===== src/rtl/nm_pkg.sv =====
package nm_pkg;

  typedef enum logic [1:0] {
    SEL_R1 = 2'd0,
    SEL_R2 = 2'd1,
    SEL_R3 = 2'd2,
    SEL_R4 = 2'd3
  } sel_e;

  typedef enum logic [2:0] {
    OP_HOLD,
    OP_LOAD,
    OP_DOWN,
    OP_UP,
    OP_CLEAR
  } cnt_op_e;

  localparam logic [1:0] MODE_TWO   = 2'd0;
  localparam logic [1:0] MODE_THREE = 2'd1;

  // final ratio of a division cycle for a given mode
  function automatic sel_e last_sel(input logic [1:0] mode);
    case (mode)
      MODE_TWO:   return SEL_R2;
      MODE_THREE: return SEL_R3;
      default:    return SEL_R4;
    endcase
  endfunction

endpackage


===== src/rtl/nm_cfg_shadow.sv =====
module nm_cfg_shadow #(
  parameter int N2_W  = 8,
  parameter int SUB_W = 4
) (
  input  logic             clk_i,
  input  logic             rst_ni,
  input  logic             capture_i,
  input  logic [1:0]       mode_i,
  input  logic [N2_W-1:0]  n2_i,
  input  logic [SUB_W-1:0] t3_i,
  input  logic [SUB_W-1:0] t4_i,
  input  logic             frac_i,
  output logic [1:0]       mode_o,
  output logic [N2_W-1:0]  n2_o,
  output logic [SUB_W-1:0] t3_o,
  output logic [SUB_W-1:0] t4_o,
  output logic             frac_o
);

  always_ff @(posedge clk_i or negedge rst_ni) begin
    if (!rst_ni) begin
      mode_o <= '0;
      n2_o   <= '0;
      t3_o   <= '0;
      t4_o   <= '0;
      frac_o <= 1'b0;
    end else if (capture_i) begin
      mode_o <= mode_i;
      n2_o   <= n2_i;
      t3_o   <= t3_i;
      t4_o   <= t4_i;
      frac_o <= frac_i;
    end
  end

  assert_shadow_hold_R9: assert property (@(posedge clk_i) disable iff (!rst_ni)
    !capture_i |=> $stable({mode_o, n2_o, t3_o, t4_o, frac_o}));

endmodule


===== src/rtl/nm_updown_counter.sv =====
module nm_updown_counter
  import nm_pkg::*;
#(
  parameter int CNT_W    = 12,
  parameter int WIDE_W   = 8,
  parameter int NARROW_W = 4
) (
  input  logic             clk_i,
  input  logic             rst_ni,
  input  cnt_op_e          op_i,
  input  logic [CNT_W-1:0] load_val_i,
  input  logic             narrow_i,
  output logic [CNT_W-1:0] cnt_o,
  output logic [CNT_W-1:0] up_next_o
);

  localparam logic [CNT_W-1:0] MASK_WIDE   = CNT_W'((1 << WIDE_W) - 1);
  localparam logic [CNT_W-1:0] MASK_NARROW = CNT_W'((1 << NARROW_W) - 1);
  localparam logic [CNT_W-1:0] NARROW_TOP  = CNT_W'(1 << NARROW_W);

  logic [CNT_W-1:0] cnt_q;

  // up-count wraps at the target width of the active mode
  assign up_next_o = (cnt_q + 1'b1) & (narrow_i ? MASK_NARROW : MASK_WIDE);
  assign cnt_o     = cnt_q;

  always_ff @(posedge clk_i or negedge rst_ni) begin
    if (!rst_ni) begin
      cnt_q <= '0;
    end else begin
      unique case (op_i)
        OP_LOAD:  cnt_q <= load_val_i;
        OP_DOWN:  cnt_q <= cnt_q - 1'b1;
        OP_UP:    cnt_q <= up_next_o;
        OP_CLEAR: cnt_q <= '0;
        default:  cnt_q <= cnt_q;
      endcase
    end
  end

  // down-count must hand over to R2 before it reaches zero
  assert_down_above_one_R2: assert property (@(posedge clk_i) disable iff (!rst_ni)
    (op_i == OP_DOWN) |-> (cnt_q > CNT_W'(1)));

  // in 16-step modes the up-count stays inside the 4-bit target range
  assert_narrow_range_R6: assert property (@(posedge clk_i) disable iff (!rst_ni)
    (op_i == OP_UP && narrow_i) |-> (cnt_q < NARROW_TOP));

endmodule


===== src/rtl/nm_phase_ctrl.sv =====
module nm_phase_ctrl
  import nm_pkg::*;
#(
  parameter int CNT_W    = 12,
  parameter int WIDE_W   = 8,
  parameter int NARROW_W = 4
) (
  input  logic                clk_i,
  input  logic                rst_ni,
  input  logic [CNT_W-1:0]    cnt_i,
  input  logic [CNT_W-1:0]    up_next_i,
  input  logic [1:0]          mode_i,
  input  logic [WIDE_W-1:0]   n2_i,
  input  logic [NARROW_W-1:0] t3_i,
  input  logic [NARROW_W-1:0] t4_i,
  input  logic                frac_i,
  output cnt_op_e             op_o,
  output logic                capture_o,
  output logic                narrow_o,
  output sel_e                sel_o,
  output logic                pulse_o
);

  localparam int NUM_UP = 3;

  sel_e sel_q, sel_d;
  logic first_q, first_d;
  logic hold_q, hold_d;
  logic pulse_q, pulse_d;

  logic [CNT_W-1:0]  tgt [NUM_UP];
  logic [NUM_UP-1:0] hit;
  logic              hit_cur;

  assign narrow_o = (mode_i != MODE_TWO);

  assign tgt[0] = narrow_o ? CNT_W'(n2_i[NARROW_W-1:0]) : CNT_W'(n2_i);
  assign tgt[1] = CNT_W'(t3_i);
  assign tgt[2] = CNT_W'(t4_i);

  for (genvar k = 0; k < NUM_UP; k++) begin : g_hit
    assign hit[k] = (up_next_i == tgt[k]);
  end

  always_comb begin
    unique case (sel_q)
      SEL_R2:  hit_cur = hit[0];
      SEL_R3:  hit_cur = hit[1];
      SEL_R4:  hit_cur = hit[2];
      default: hit_cur = 1'b0;
    endcase
  end

  always_comb begin
    sel_d     = sel_q;
    op_o      = OP_HOLD;
    capture_o = 1'b0;
    pulse_d   = 1'b0;
    hold_d    = 1'b0;
    first_d   = 1'b0;
    if (first_q) begin
      capture_o = 1'b1;
      op_o      = OP_LOAD;
      sel_d     = SEL_R1;
    end else if (sel_q == SEL_R1) begin
      if (frac_i && cnt_i == CNT_W'(2)) begin
        // leave R1 one period early; R2 absorbs it via a held count
        sel_d  = SEL_R2;
        op_o   = OP_CLEAR;
        hold_d = 1'b1;
      end else if (cnt_i == CNT_W'(1)) begin
        sel_d = SEL_R2;
        op_o  = OP_CLEAR;
      end else begin
        op_o = OP_DOWN;
      end
    end else if (hold_q) begin
      op_o = OP_HOLD;
    end else if (hit_cur) begin
      if (sel_q == last_sel(mode_i)) begin
        capture_o = 1'b1;
        op_o      = OP_LOAD;
        sel_d     = SEL_R1;
        pulse_d   = 1'b1;
      end else begin
        sel_d = sel_e'(sel_q + 2'd1);
        op_o  = OP_UP;
      end
    end else begin
      op_o = OP_UP;
    end
  end

  always_ff @(posedge clk_i or negedge rst_ni) begin
    if (!rst_ni) begin
      sel_q   <= SEL_R1;
      first_q <= 1'b1;
      hold_q  <= 1'b0;
      pulse_q <= 1'b0;
    end else begin
      sel_q   <= sel_d;
      first_q <= first_d;
      hold_q  <= hold_d;
      pulse_q <= pulse_d;
    end
  end

  assign sel_o   = sel_q;
  assign pulse_o = pulse_q;

  // counter never sits at zero while R1 is selected
  assert_r1_count_live_R2: assert property (@(posedge clk_i) disable iff (!rst_ni)
    (sel_q == SEL_R1 && !first_q) |-> (cnt_i != '0));

  // a held period only follows the fractional early exit from R1
  assert_hold_after_frac_R7: assert property (@(posedge clk_i) disable iff (!rst_ni)
    hold_q |-> (sel_q == SEL_R2 && frac_i));

endmodule


===== src/rtl/nm_cycle_ctrl.sv =====
module nm_cycle_ctrl
  import nm_pkg::*;
#(
  parameter int CNT_W    = 12,
  parameter int WIDE_W   = 8,
  parameter int NARROW_W = 4
) (
  input  logic                clk_i,
  input  logic                rst_ni,
  input  logic [1:0]          mode_i,
  input  logic [CNT_W-1:0]    n1_i,
  input  logic [WIDE_W-1:0]   n2_i,
  input  logic [NARROW_W-1:0] t3_i,
  input  logic [NARROW_W-1:0] t4_i,
  input  logic                frac_i,
  output logic [1:0]          mod_sel_o,
  output logic                div_pulse_o
);

  logic [1:0]          mode_q;
  logic [WIDE_W-1:0]   n2_q;
  logic [NARROW_W-1:0] t3_q, t4_q;
  logic                frac_q;
  logic                capture;
  logic                narrow;
  cnt_op_e             op;
  sel_e                sel;
  logic [CNT_W-1:0]    cnt, up_next;

  nm_cfg_shadow #(
    .N2_W  (WIDE_W),
    .SUB_W (NARROW_W)
  ) i_shadow (
    .clk_i     (clk_i),
    .rst_ni    (rst_ni),
    .capture_i (capture),
    .mode_i    (mode_i),
    .n2_i      (n2_i),
    .t3_i      (t3_i),
    .t4_i      (t4_i),
    .frac_i    (frac_i),
    .mode_o    (mode_q),
    .n2_o      (n2_q),
    .t3_o      (t3_q),
    .t4_o      (t4_q),
    .frac_o    (frac_q)
  );

  nm_phase_ctrl #(
    .CNT_W    (CNT_W),
    .WIDE_W   (WIDE_W),
    .NARROW_W (NARROW_W)
  ) i_ctrl (
    .clk_i     (clk_i),
    .rst_ni    (rst_ni),
    .cnt_i     (cnt),
    .up_next_i (up_next),
    .mode_i    (mode_q),
    .n2_i      (n2_q),
    .t3_i      (t3_q),
    .t4_i      (t4_q),
    .frac_i    (frac_q),
    .op_o      (op),
    .capture_o (capture),
    .narrow_o  (narrow),
    .sel_o     (sel),
    .pulse_o   (div_pulse_o)
  );

  // N1 goes straight into the counter at the boundary, so it needs no shadow
  nm_updown_counter #(
    .CNT_W    (CNT_W),
    .WIDE_W   (WIDE_W),
    .NARROW_W (NARROW_W)
  ) i_cnt (
    .clk_i      (clk_i),
    .rst_ni     (rst_ni),
    .op_i       (op),
    .load_val_i (n1_i),
    .narrow_i   (narrow),
    .cnt_o      (cnt),
    .up_next_o  (up_next)
  );

  assign mod_sel_o = sel;

  assert_n1_nonzero_R2: assert property (@(posedge clk_i) disable iff (!rst_ni)
    capture |-> (n1_i != '0));

  assert_pulse_in_r1_R8: assert property (@(posedge clk_i) disable iff (!rst_ni)
    div_pulse_o |-> (mod_sel_o == SEL_R1));

  assert_pulse_single_R8: assert property (@(posedge clk_i) disable iff (!rst_ni)
    div_pulse_o |=> !div_pulse_o);

  assert_sel_step_R10: assert property (@(posedge clk_i) disable iff (!rst_ni)
    1'b1 |=> (mod_sel_o == $past(mod_sel_o)) || (mod_sel_o == SEL_R1) ||
             (mod_sel_o == ($past(mod_sel_o) + 2'd1)));

  assert_wrap_with_pulse_R10: assert property (@(posedge clk_i) disable iff (!rst_ni)
    ($past(mod_sel_o) != SEL_R1 && mod_sel_o == SEL_R1) |-> div_pulse_o);

  assert_sel_within_mode_R3: assert property (@(posedge clk_i) disable iff (!rst_ni)
    (mode_q == MODE_TWO) |-> (mod_sel_o <= SEL_R2));

  assert_sel_within_mode_R4: assert property (@(posedge clk_i) disable iff (!rst_ni)
    (mode_q == MODE_THREE) |-> (mod_sel_o <= SEL_R3));

endmodule


===== config.mk =====
export PLATFORM = sky130hd
export DESIGN_NAME = nm_cycle_ctrl
export DESIGN_NICKNAME = d
export VERILOG_FILES = /design/src/rtl/nm_pkg.sv /design/src/rtl/nm_cfg_shadow.sv /design/src/rtl/nm_updown_counter.sv /design/src/rtl/nm_phase_ctrl.sv /design/src/rtl/nm_cycle_ctrl.sv
export SDC_FILE = /design/constraint.sdc
export NUM_CORES = 1
export LEC_CHECK = 0
export ABC_AREA = 0
export BUFFER_PORTS_ARGS = -buffer_cell sky130_fd_sc_hd__buf_2
export CAP_MARGIN = 20
export CORE_MARGIN = 1
export CORE_UTILIZATION = 40
export CTS_CLUSTER_DIAMETER = 80
export CTS_CLUSTER_SIZE = 14
export DETAILED_ROUTE_END_ITERATION = 10
export PLACE_DENSITY = 0.57
export SYNTH_ARGS = -nofsm -noshare
export SYNTH_HDL_FRONTEND = slang
export SYNTH_SLANG_ARGS = --single-unit

===== constraint.sdc =====
create_clock -name clk_i -period 8.45 [get_ports clk_i]
set_clock_uncertainty 0.05 [all_clocks]
set_input_delay 0.845 -clock clk_i [delete_from_list [all_inputs] [get_ports clk_i]]
set_output_delay 0.845 -clock clk_i [all_outputs]
set_load 0.05 [all_outputs]

==> flow_summary.ini <==
[status]
status = completed

[sta]
slew-limit-headroom = 0.448
fmaxAchievable_mhz = 280
finalMaxSlewViolations = 0
finalCritPeriodShare = 0.423
worst_pin_slew_ns = 0.828
fin_tns_setup_ns = 0
finalCriticalPeriod_ns = 3.57
setup_viol_count_final = 0
fin_ws_ns = 4.88
hold_viol = 0
rsz0062_at_grt = no

[detailed_routing]
post_drt_wl_per_cell_um = 16.0
wirelength_um = 5320
vias = 1829
antenna_left = 0
dr.pass1.iters = 4
drc = 0
initialDrtViolationCount = 80
avgViaCountPerCell = 5.51

[finish]
regArea_um2 = 902
fillers = 544
area.growth.synth_to_final_pct = 11.2
multi_input_area_um2 = 1340
num_antenna_cells = 0
drive_gt1_frac = 0.265
nets = 300
instances_no_fill = 332

[critical_path]
critPathCaptureType = flip-flop
start_kind = flip-flop
path_class = flip-flop to flip-flop
critical_path_required_ns = 8.57
rrSetupSlack_ns = 4.88
worst_r2r_endpoint = i_shadow.mode_o[0]$_DFFE_PN0P_
crit_arrival_ns = 3.69
crit_fanout = 19
reg2reg_depth = 11
r2r_start = i_ctrl.sel_o[0]$_DFFE_PN0P_

[floorplanning]
dieWidth_um = 79.0
die_area_um2 = 6240
die_h_um = 79.0
num_io_pins = 36
num_rows = 27
start_util = 0.423
core_area_um2 = 5610

[yosys]
synth_cell_types = 62
syn_nets = 269
synth_area_leaders = dfrtp_1 37%, mux2_4 6.3%, ha_1 4.2%
synth-seq-cells = 36
syn_area_um2 = 2370
synth_top_area_share = 0.369
synthFlopType = dfrtp_1
synthCells = 228
synthTopCellsByCount = 35 x dfrtp_1, 16 x a21oi_1, 15 x o21ai_0, 13 x nand2_1, 11 x nor2_1
yosys.area.top_type = dfrtp_1
syn_avg_cell_area_um2 = 10.4
ys_seq_area_frac = 0.380
yosysWarningCount = 0
yosysMostFrequentCell = dfrtp_1
synth_edf_count = 0
async_reset_ff_frac = 1.00

[clocking]
path_clk_slew_ns = 0.08
clk_latency_ns = 0.28
htree_num_levels = 2
cts_resized = 0
cts_tree = built
post_cts_buffers = 0
hold_buffers = 0
cts_root_buf = clkbuf_8
clk_path_buf_depth = 2
clock-sinks = 36
numCtsBuffers = 5

[placed_design]
place_hpwl_um = 3890
dp.cells = 324
dp_slack_ns = 4.93
io_buffer_count = 35
gp_congestion = 0.821

[power]
power_uw = 441
p_leak_uw = 0.00115
p_switching_uw = 134
p_int_uw = 306
seqPwrFrac = 0.492
swShare = 0.305
power_density_nw_per_um2 = 167
comb_power_share = 0.214
max-vdd-ir-drop_v = 0.000103
p_clk_frac = 0.294

[min_path]
hold_depth = 1
hold_path_end = i_shadow.t4_o[1]$_DFFE_PN0P_
hold_path_class = flip-flop to flip-flop
min_from = i_shadow.t4_o[1]$_DFFE_PN0P_

[grt]
grt_use_total = 0.188
grt_max_degree = 37
antenna_found_initial = 0
grt_pass1_vias = 1763
grt_pass1_wl_um = 8910
grt_overflow_total = 0

[job]
drv_cap = 0
## metrics by stage
step           utilization  area [um^2]  hold slack [ns]
5_1_grt              0.470         2640            0.475
2_1_floorplan            -         2370            0.409
3_3_place_gp         0.454         2540            0.441
4_1_cts              0.470         2640            0.458
3_5_place_dp         0.454         2540            0.440
6_report             0.470         2640            0.455
## critical path, stage by stage (launching register included)
cell,delay [ns]
dfrtp_1,0.43
inv_1,0.13
ha_1,0.30
nor2_1,0.31
nand2_1,0.13
xnor3_1,0.33
o21ai_0,0.26
nand3_1,0.15
nor2_2,0.23
a21o_1,0.39
buf_4,0.37
mux2_2,0.37
## flip-flops by register name (all words and copies together) (netlist names)
name and count:
i_cnt.cnt_o 12, i_ctrl.first_q 1, i_ctrl.hold_q 1, i_ctrl.pulse_o 1, i_ctrl.sel_o 2, i_shadow.frac_o 1, i_shadow.mode_o 2, i_shadow.n2_o 8
i_shadow.t3_o 4, i_shadow.t4_o 4
## metal layers
metal,up-vias,track usage,wire length [um]
li1,901,-,-
met1,894,0.285,2760
met2,30,0.271,2400
met3,4,0.0345,114
met4,0,0.0509,47
met5,-,0,0
## power by group through the flow
stage	combinational, uW	sequential, uW	clock [uW]
2_1_floorplan	88.6	203	0
3_3_place_gp	94.2	221	0
3_5_place_dp	94.1	220	0
4_1_cts	94.9	216	133
5_1_grt	106	219	142
6_report	94.3	217	130
## placed cells by master, fill, tap and decap left out, types with 2 or more instances in the layout
| cell | netlist | final |
|---|---|---|
| a31oi_1 | 2 | 2 |
| o2bb2ai_1 | 2 | 2 |
| nand2b_1 | 2 | 2 |
| inv_1 | 7 | 7 |
| o21ai_0 | 15 | 15 |
| nor2_1 | 11 | 11 |
| mux2_1 | 4 | 4 |
| nor3_1 | 10 | 10 |
| nand3_1 | 6 | 6 |
| or3_1 | 2 | 2 |
| mux2_2 | 5 | 5 |
| a221o_1 | 4 | 4 |
| and3_1 | 2 | 2 |
| mux2_4 | 10 | 10 |
| o21a_1 | 3 | 3 |
| o311a_1 | 3 | 3 |
| o311ai_0 | 2 | 2 |
| clkbuf_8 | 0 | 6 |
| dfrtp_1 | 35 | 35 |
| nand2_1 | 13 | 13 |
| a22oi_1 | 3 | 3 |
| a21oi_1 | 16 | 16 |
| xor2_1 | 2 | 2 |
| a22o_1 | 3 | 3 |
| ha_1 | 8 | 8 |
| nor4b_2 | 2 | 2 |
| nor2_2 | 2 | 2 |
| xnor3_1 | 2 | 2 |
| nor4_1 | 2 | 2 |
| buf_2 | 2 | 35 |
| xnor2_1 | 9 | 9 |
| nand3b_1 | 2 | 2 |
## final cells by class
cell class                      count  share of cell area
Multi-Input combinational cell    173               0.509
Sequential cell                    36               0.342
Timing Repair Buffer               36              0.0693
Tap cell                           72              0.0342
Clock buffer                        7              0.0327
Inverter                            7             0.00996
Clock inverter                      1             0.00285
## logic make-up after synthesis
logic type / synth area share
buffers and inverters: 0.0538
AND/OR/NAND/NOR: 0.170
flip-flops: 0.380
multiplexers: 0.106
AO/OA/AOI/OAI: 0.179
adder cells (fa/ha/maj): 0.0422
XOR/XNOR: 0.0665
other: 0.00158
## worst max path at each step
stage	from	endpoint	slack (ns)	depth (start not counted)
after CTS	i_ctrl.sel_o[0]$_DFFE_PN0P_	i_shadow.frac_o$_DFFE_PN0P_	4.90	11
after floorplan	i_ctrl.sel_o[0]$_DFFE_PN0P_	i_shadow.t3_o[2]$_DFFE_PN0P_	5.25	12
after detailed placement	i_ctrl.sel_o[0]$_DFFE_PN0P_	i_shadow.t3_o[2]$_DFFE_PN0P_	4.93	11
after global placement	i_ctrl.sel_o[0]$_DFFE_PN0P_	i_shadow.mode_o[0]$_DFFE_PN0P_	5.08	11
after global routing	i_ctrl.sel_o[0]$_DFFE_PN0P_	i_shadow.frac_o$_DFFE_PN0P_	4.53	11
final	i_ctrl.sel_o[0]$_DFFE_PN0P_	i_shadow.mode_o[0]$_DFFE_PN0P_	4.88	11
Note: power is estimated with default switching activity, not from simulation.
